$ cat src/rtl/nmi_wd_pkg.sv
package nmi_wd_pkg;
  localparam int unsigned CNT_W   = 16;
  localparam int unsigned BUS_W   = 32;
  localparam int unsigned KEY_W   = BUS_W - CNT_W;
  localparam logic [KEY_W-1:0] UNLOCK_KEY = 16'h9238;

  typedef struct packed {
    logic prdLoad;
    logic cntClear;
    logic cntInc;
  } wdStrobes_t;
endpackage

$ cat src/rtl/nmi_wd_ctrl.sv
module nmi_wd_ctrl
  import nmi_wd_pkg::*;
(
  input  logic             clk,
  input  logic             rstN,
  input  logic             faultPending,
  input  logic             prdWrEn,
  input  logic [KEY_W-1:0] wrKey,
  input  logic             match,
  output wdStrobes_t       strb,
  output logic             resetReq
);
  logic keyOk;
  logic fire;

  assign keyOk = (wrKey == UNLOCK_KEY);
  assign fire  = faultPending && match;

  always_comb begin
    strb          = '0;
    strb.prdLoad  = prdWrEn && keyOk;
    strb.cntClear = !faultPending || match;
    strb.cntInc   = faultPending && !match;
  end

  always_ff @(posedge clk or negedge rstN) begin
    if (!rstN) resetReq <= 1'b0;
    else       resetReq <= fire;
  end
endmodule

$ cat src/rtl/nmi_wd_datapath.sv
module nmi_wd_datapath
  import nmi_wd_pkg::*;
(
  input  logic             clk,
  input  logic             rstN,
  input  wdStrobes_t       strb,
  input  logic [CNT_W-1:0] newPrd,
  output logic             match,
  output logic [CNT_W-1:0] cnt,
  output logic [CNT_W-1:0] prd
);
  always_ff @(posedge clk or negedge rstN) begin
    if (!rstN)              cnt <= '0;
    else if (strb.cntClear) cnt <= '0;
    else if (strb.cntInc)   cnt <= cnt + 1'b1;
  end

  always_ff @(posedge clk or negedge rstN) begin
    if (!rstN)             prd <= '1;
    else if (strb.prdLoad) prd <= newPrd;
  end

  assign match = (cnt == prd);
endmodule

$ cat src/rtl/nmi_deadline_wdog.sv
module nmi_deadline_wdog
  import nmi_wd_pkg::*;
(
  input  logic             clk,
  input  logic             rstN,
  input  logic             faultPending,
  input  logic             prdWrEn,
  input  logic [BUS_W-1:0] wrData,
  output logic [BUS_W-1:0] cntRdata,
  output logic [BUS_W-1:0] prdRdata,
  output logic             resetReq
);
  wdStrobes_t       strb;
  logic             match;
  logic [CNT_W-1:0] cnt;
  logic [CNT_W-1:0] prd;

  nmi_wd_ctrl u_ctrl (
    .clk          (clk),
    .rstN         (rstN),
    .faultPending (faultPending),
    .prdWrEn      (prdWrEn),
    .wrKey        (wrData[BUS_W-1:CNT_W]),
    .match        (match),
    .strb         (strb),
    .resetReq     (resetReq)
  );

  nmi_wd_datapath u_dp (
    .clk    (clk),
    .rstN   (rstN),
    .strb   (strb),
    .newPrd (wrData[CNT_W-1:0]),
    .match  (match),
    .cnt    (cnt),
    .prd    (prd)
  );

  assign cntRdata = {{KEY_W{1'b0}}, cnt};
  assign prdRdata = {{KEY_W{1'b0}}, prd};
endmodule

$ cat config.mk
export PLATFORM = sky130hd
export DESIGN_NAME = nmi_deadline_wdog
export DESIGN_NICKNAME = d
export VERILOG_FILES = /design/src/rtl/nmi_wd_pkg.sv /design/src/rtl/nmi_wd_ctrl.sv /design/src/rtl/nmi_wd_datapath.sv /design/src/rtl/nmi_deadline_wdog.sv
export SDC_FILE = /design/constraint.sdc
export NUM_CORES = 1
export LEC_CHECK = 0
export BUFFER_PORTS_ARGS = -buffer_cell sky130_fd_sc_hd__buf_2
export CORE_MARGIN = 2
export CORE_UTILIZATION = 49
export CTS_CLUSTER_SIZE = 40
export DETAILED_ROUTE_END_ITERATION = 8
export MAX_ROUTING_LAYER = met4
export PLACE_DENSITY = 0.83
export RECOVER_POWER = 25
export SLEW_MARGIN = 0
export SYNTH_ARGS = -nofsm -noshare
export SYNTH_HDL_FRONTEND = slang
export SYNTH_SLANG_ARGS = --single-unit
$ cat constraint.sdc
create_clock -name clk -period 3.1 [get_ports clk]
set_clock_uncertainty 0.2 [all_clocks]
set_input_delay 0.62 -clock clk [delete_from_list [all_inputs] [get_ports clk]]
set_output_delay 0.62 -clock clk [all_outputs]
set_load 0.02 [all_outputs]
# Word level (Yosys, flattened, before mapping)
# Cells that the tools add are included.
[totals]
word_cells = 15
in_bits = 36
out_inout_bits = 65
register_bits = 33
[classes]
n_mux = 2
reduce_logical = 7
n_addsub = 1
eq_ne = 2
[ops]
columns = ["operator", "count"]
rows = [
  ["16-bit 2-to-1 mux", 2],
  ["16-bit by 1-bit adder with 16-bit output, second input constant", 1],
  ["16-bit == test", 1],
  ["16-bit == test, second input constant", 1],
  ["1-bit logical AND", 3],
  ["1-bit logical NOT", 2],
  ["2-bit nonzero test", 1],
  ["1-bit logical OR", 1],
]

# Depth between registers and ports, before layout
# Gate-level depths: netlist of the first run.
[logic_depth]
ltp_word = 5
ltp_mapped = 5
mapped_depth_nobuf = 4

# Cells and area by module
# Synthesis of the first run repeated with hierarchy kept, for this count alone.
[hier_totals]
hier_cells = 183
hier_area_um2 = 1991.9
[by_module_without_submodules]
columns = ["mod", "seq_area_each_um2", "area_each_um2", "cells_per_inst", "instances"]
rows = [
  ["nmi_wd_datapath", 820.8, 1642.8, 139, 1],
  ["nmi_deadline_wdog", 0.0, 244.0, 33, 1],
  ["nmi_wd_ctrl", 25.0, 105.1, 11, 1],
]

# Worst setup path before layout of the first run
# Ideal clock, no wire load.
[synth_path]
path_kind = "in2reg"
from = "in wrData[23]"
to = "reg u_dp.prd[10]"
slack_ps = 929
arrival_ps = 1889
required_time_ps = 2818
setup_time_ps = 82
stages = 5
cell_sequence = "nor4bb_1 nand4_1 nor4_4 buf_6 mux2_2"
[synth_between]
elab_chain_cells = 2
[synth_lines]
columns = ["element", "line", "text"]
rows = [
  ["from (decl)", "nmi_deadline_wdog.sv:8", "input logic [BUS_W-1:0] wrData,"],
  ["16-bit == test", "nmi_wd_ctrl.sv:16", "assign keyOk = (wrKey == UNLOCK_KEY);"],
  ["1-bit logical AND", "nmi_wd_ctrl.sv:21", "strb.prdLoad = prdWrEn && keyOk;"],
  ["to (signal assigned)", "nmi_wd_datapath.sv:20", "else if (strb.prdLoad) prd <= newPrd;"],
  ["to (decl)", "nmi_wd_datapath.sv:10", "output logic [CNT_W-1:0] prd"],
]
# Every way passes these cells.
# A chain may end at the register's enable or synchronous reset.

# Worst setup path after layout of the first run
[layout_path]
from = "reg u_dp.prd[10]"
to = "reg u_dp.cnt[6]"
[layout_between]
elab_chain_cells = 4
[layout_lines]
columns = ["element", "line", "text"]
rows = [
  ["16-bit == test *", "nmi_wd_datapath.sv:23", "assign match = (cnt == prd);"],
  ["1-bit logical NOT", "nmi_wd_ctrl.sv:23", "strb.cntInc = faultPending && !match;"],
  ["1-bit logical AND", "nmi_wd_ctrl.sv:23", ""],
  ["2-bit nonzero test (no line)", "--", ""],
  ["to (signal assigned)", "nmi_wd_datapath.sv:15", "else if (strb.cntInc) cnt <= cnt + 1'b1;"],
  ["to (decl)", "nmi_wd_datapath.sv:9", "output logic [CNT_W-1:0] cnt,"],
]
# Every way passes the cells marked *; elsewhere a longest branch is shown, timed or not.

==> results.tsv, run 1 <==
metric	value	unit
outcome	complete, but fails checks	
failing checks	max-capacitance violations, max-slew violations	
Hold Path Depth	1	
grt total ovfl	0	
# port buffers	68	
CTS tree	built	
Via Count	1413	
Post-Syn Area	1929	sq um
crit-path max FO	10	
ranking of synthesized cells by area	dfrtp_1 22%, dfstp_2 22%, buf_4 12%	
Synth Instances	173	
Pre-antenna DRT Iters	4	
Post-CTS Resized	0	
maxcap violations	1	
Leak	1.126	nW
top post-synthesis cells by count	32 x buf_4, 17 x dfrtp_1, 17 x nor2_1, 17 x xnor2_1	
CTS buffer count	5	
Clock Tree Root	clkbuf_8	
die width	66.75	um
RSZ-0062 raised after global routing	no	
cts hold-fix bufs	0	
final layout net count	281	
Core Rows	22	
Primary FF master, synth	dfrtp_1	
internal cell power	0.6106	mW
DR top layer	met4	
Core ar.	3716	sq um
Final min period	2139	ps
clock-pin slew on the worst setup and hold paths	60	ps
Critical path buffers and inverters	1	
Tightest Pin Transition	1691	ps
die height	66.75	um
Max stage delay on crit path	580	ps
crit path cell chain	xnor2_1, nand4_1, o41ai_4, buf_4, nor2_1	
fmax	467.5	MHz
Synth top area share	0.2205	
Avg Inst Size Synth	11.15	sq um
Routed Antenna Nets	0	
wl on met1	1570	um
R2R cell count	5	
Yosys top cell by area	dfrtp_1	
Hold EP	u_dp.cnt[0]	
CP Capture Type	flop	
CP arrival	2110	ps
initial DRC count	57	
Placed Instances	285	
final setup fails	0	
GP Congestion	0.8313	
htree depth	2	
CP top delay family	compound AO/OA/AOI/OAI gates	
Worst setup SP type	flop	
drc violations	0	
worst skew pair latency	290	ps
Post-Layout Inst Area	2258	sq um
max_slew headroom	-0.1277	
# IOs	101	
setup TNS	0	ps
Hold WC Path Type	flop to flop	
Pwr Density	360.2	nW/um^2
period utilization	0.6900	
vias in the first global route	1373	
Yosys warnings	0	
DP Area	2180	sq um
ANT cells	0	
Min-Delay Startpoint	u_dp.cnt[0]	
Slew Viols, Final	34	
Place WS	829.6	ps
Synth cell types	30	
drt total wl	3937	um
register bit total from synthesis	33	
share of cells above drive strength 1	0.4571	
P&R area growth vs syn	17.06	%
reg2reg start	u_dp.prd[10]	
initial core utilization	0.5192	
Crit path required time	3070	ps
Switch Pwr	0.2029	mW
switch share	0.2494	
worst r2r dst	u_dp.cnt[6]	
asr flop ratio synth	1.000	
Slowest cell on crit path	o41ai_4	
Peak VDD IR	0.2436	mV
Sequential Power Share	0.532	
met2 wire len	1958	um
Setup WS post-layout	961.1	ps
combinational share of power	0.087	
final hold violations	0	
fin cells	293	
Post-synth EDFFs	0	
DR WL/cell	13.44	um
pin count of the biggest net entering global routing	34	
first-pass GRT wire length	6327	um
Clock Sinks	33	
antenna violations before repair	0	
register area share after synthesis	0.4384	
total track usage	0.2008	
Max Root-Sink Buffers	2	
R2R setup slack	960	ps
setup repair bufs after CTS	0	
DR WL met3	318	um
Clock Power Share	0.381	
Die ar.	4456	sq um
DP HPWL	2994	um
kind of critical path	flop to flop	
most common cell in the netlist	buf_4	
Via density	4.823	
-- how the worst max path moves through the flow --
stage	slack (ps)	from	cells after the start	endpoint
after global routing	860	u_dp.prd[10]	5	u_dp.cnt[15]
after detailed placement	830	wrData[27]	6	u_dp.prd[0]
after global placement	880	wrData[23]	6	u_dp.prd[11]
after floorplan	930	wrData[23]	5	u_dp.prd[10]
final	960	u_dp.prd[10]	5	u_dp.cnt[6]
after CTS	950	u_dp.prd[10]	5	u_dp.cnt[6]
-- flip-flops by register name (all words and copies together) (netlist names) --
signal / flops
u_dp.prd: 16
u_dp.cnt: 16
u_ctrl.resetReq: 1
-- layer usage --
metal / up-vias / global-route usage
li1: 670 / -
met4: 0 / 0.08163
met2: 65 / 0.3175
met3: 8 / 0.06588
met5: - / -
met1: 670 / 0.2370
-- placed cells by master, fill, tap and decap left out, types with 3 or more instances in the layout --
cell type,synthesis,layout
clkbuf_1,2,4
and3_1,3,3
conb_1,1,32
dfstp_2,16,16
clkbuf_8,0,5
xnor2_1,17,17
nand2_1,4,4
dfrtp_1,17,17
mux2_2,16,16
nand3_1,5,5
xor2_1,11,11
nor2_1,17,17
buf_2,0,67
nand4_1,11,11
-- stage by stage --
| step | utilization | power [mW] | hold WS [ps] |
|---|---|---|---|
| 6_report | 0.6077 | 0.8134 | 329.3 |
| 2_1_floorplan | - | 0.5103 | 124.4 |
| 3_3_place_gp | 0.5865 | 0.5102 | 309.2 |
| 4_1_cts | 0.6081 | 0.8194 | 200.3 |
| 3_5_place_dp | 0.5865 | 0.5111 | 317.4 |
| 5_1_grt | 0.6077 | 0.8465 | 354.7 |
-- cell type report --
| type | count | area, sq um |
|---|---|---|
| multi-input cells | 133 | 914.6 |
| repair buffers | 70 | 354.1 |
| clock buffers | 8 | 80.08 |
| flip-flops and latches | 33 | 845.8 |
| inverters | 1 | 3.754 |
| fillers | 340 | 1458 |
| well taps | 48 | 60.06 |
-- power by group through the flow --
stage	clock network [mW]	logic, mW	registers [mW]
floorplan	0	0.0691	0.441
global placement	0	0.0702	0.440
detailed placement	0	0.0710	0.440
CTS	0.315	0.0711	0.433
global route	0.335	0.0786	0.433
finish	0.310	0.0709	0.433
-- cells by family (layout without fill, tap and decap cells) --
logic type,after synthesis,in the layout,share of synthesized area
other,1,32,0.001944
flip-flops,33,33,0.4384
AO/OA/AOI/OAI,5,5,0.02789
XOR/XNOR,28,28,0.1271
buffers and inverters,38,79,0.1479
AND/OR/NAND/NOR,51,51,0.1569
multiplexers,16,16,0.09338
adder cells (fa/ha/maj),1,1,0.006484
Power figures use the tool's default switching activity.
==> run 2, diff against run 1 <==
--- a/config.mk
+++ b/config.mk
@@ -7,11 +7,11 @@
 export LEC_CHECK = 0
 export BUFFER_PORTS_ARGS = -buffer_cell sky130_fd_sc_hd__buf_2
 export CORE_MARGIN = 2
-export CORE_UTILIZATION = 49
+export CORE_UTILIZATION = 41
 export CTS_CLUSTER_SIZE = 40
 export DETAILED_ROUTE_END_ITERATION = 8
 export MAX_ROUTING_LAYER = met4
-export PLACE_DENSITY = 0.83
+export PLACE_DENSITY = 0.74
 export RECOVER_POWER = 25
 export SLEW_MARGIN = 0
 export SYNTH_ARGS = -nofsm -noshare
==> constraint.sdc (replaced) <==
create_clock -name clk -period 1.75 [get_ports clk]
set_clock_uncertainty 0.2 [all_clocks]
set_input_delay 0.35 -clock clk [delete_from_list [all_inputs] [get_ports clk]]
set_output_delay 0.35 -clock clk [all_outputs]
set_load 0.02 [all_outputs]
==> run 2 against run 1 <==
The flow finishes with violations (negative setup slack); global-route usage is 2.8 points lower; sequential power grew 77%; sequential cell count stayed put; via count grew 2.8%; register-to-register slack worse by 1100 ps; combinational power increased by 83%; sequential share of layout area shrank 3.7 points; total power up 78%; maximum frequency grew 16%; largest cell class unchanged; highest routed layer unchanged.
==> results.tsv, run 2 (synthesis results as in run 1) <==
metric	value	unit
outcome	complete, but fails checks	
failing checks	negative setup slack	
initial DRC count	50	
Slew Viols, Final	0	
Die ar.	5271	sq um
Slowest cell on crit path	dfstp_2	
drc violations	0	
Core Rows	24	
setup repair bufs after CTS	0	
vias in the first global route	1395	
Via Count	1452	
drt total wl	4080	um
CTS tree	built	
Worst setup SP type	flop	
Switch Pwr	0.3737	mW
antenna violations before repair	0	
CTS buffer count	5	
first-pass GRT wire length	6637	um
combinational share of power	0.090	
Sequential Power Share	0.528	
final hold violations	0	
Core ar.	4444	sq um
Max stage delay on crit path	550	ps
Placed Instances	313	
CP arrival	1820	ps
Core Util, Final	0.5690	
Max Root-Sink Buffers	2	
total track usage	0.1726	
final setup fails	16	
worst skew pair latency	290	ps
Via density	4.509	
Routed Antenna Nets	0	
CP Capture Type	flop	
# port buffers	68	
biggest regs	u_dp.cnt x16, u_dp.prd x16, u_ctrl.resetReq x1	
fin cells	322	
initial core utilization	0.4341	
Pre-antenna DRT Iters	4	
Setup WS post-layout	-99.68	ps
Leak	1.276	nW
kind of critical path	flop to flop	
Total Power	1.451	mW
DR WL/cell	12.67	um
die width	72.60	um
ANT cells	0	
P&R area growth vs syn	31.06	%
Tightest Pin Transition	812.6	ps
period utilization	1.057	
htree depth	2	
maxcap violations	0	
crit-path max FO	16	
Hold WC Path Type	input pin to flop	
Clock Power Share	0.382	
fmax	540.6	MHz
max_slew headroom	0.4583	
internal cell power	1.078	mW
commonest cells after routing, fill and taps aside	68 x buf_2, 32 x conb_1, 23 x buf_4	
GP Congestion	0.8585	
Clock Sinks	33	
DP HPWL	3279	um
die height	72.60	um
share of cells above drive strength 1	0.5407	
final layout net count	306	
Peak VDD IR	0.2773	mV
Pwr Density	574.0	nW/um^2
Place WS	-239.2	ps
Crit path required time	1720	ps
pin count of the biggest net entering global routing	34	
# IOs	101	
crit path cell chain	xnor2_1, nand4_1, o41ai_4, buf_12, nor2_1	
most common cell after layout, fill and taps aside	buf_2	
switch share	0.2575	
Clock Tree Root	clkbuf_8	
clock-pin slew on the worst setup and hold paths	70	ps
Final min period	1850	ps
RSZ-0062 raised after global routing	yes	
grt total ovfl	0	
[run 2: cell count changes in the layout (fill, tap and decap cells not counted), moves of 3 or more]
cell and delta:
buf_4 +21, clkbuf_1 -3, dfrtp_1 -6, dfrtp_2 +6, mux2_2 -9, mux2_4 +9
[run 2: power by group through the flow]
stage | registers [mW] | clock network [mW] | logic (mW)
2_1_floorplan | 0.782 | 0 | 0.123
5_1_grt | 0.766 | 0.609 | 0.143
3_3_place_gp | 0.779 | 0 | 0.128
4_1_cts | 0.766 | 0.572 | 0.131
6_report | 0.767 | 0.555 | 0.130
3_5_place_dp | 0.779 | 0 | 0.129
[run 2: metrics by stage]
step                      hold WS, ps  instance area [sq um]  TNS, ps
after global routing            76.72                   2529    -2625
after floorplan                -145.6                   2087    -4426
after CTS                       75.93                   2531    -1619
final                           88.71                   2529    -1477
after detailed placement        200.0                   2431    -5052
after global placement          187.3                   2431    -3530
[run 2: area by class of cell]
type                       instances  area (sq um)
sequential                        33         853.3
tap                               52         65.06
fill                             411          1916
inverter                           1         3.754
clock inverter                     2         10.01
multi-input combinational        133         955.9
clock buffer                       6         72.57
timing repair buffer              95         568.0
[run 2: worst max-delay path: cells and delay by family, from the launching register on]
family	cells	cell delay, ps
compound gates	1	440
xor+xnor	1	120
buf+inv	1	190
flops	1	550
simple gates	2	240
[run 2: metal layers]
layer / vias to the layer above / track usage / part of all wire
met3: 8 / 0.04834 / 0.048
met2: 44 / 0.2707 / 0.51
met4: 0 / 0.06584 / 0.017
met1: 681 / 0.2120 / 0.42
li1: 719 / - / -
met5: - / - / 0
[run 2: repair_timing]
action                                  in CTS  in global routing
endpoints found under the setup margin      16                 16
pin swaps                                    1                  0
hold endpoints to repair                    17                  0
gates cloned                                 0                  0
hold buffers                                 1                  0
gates resized for setup                      1                  0
[run 2: final timing paths]
path | slack [ps] | cells past startpoint | to | start
max | -100 | 5 | u_dp.cnt[9] | u_dp.prd[13]
min | 90 | 2 | u_dp.prd[0] | wrData[0]
max reg2reg | -100 | 5 | u_dp.cnt[9] | u_dp.prd[13]
min reg2reg | 330 | 1 | u_dp.cnt[0] | u_dp.cnt[0]
max in group asynchronous | 210 | 3 | u_dp.cnt[7] | rstN
min in group asynchronous | 570 | 3 | u_dp.cnt[5] | rstN
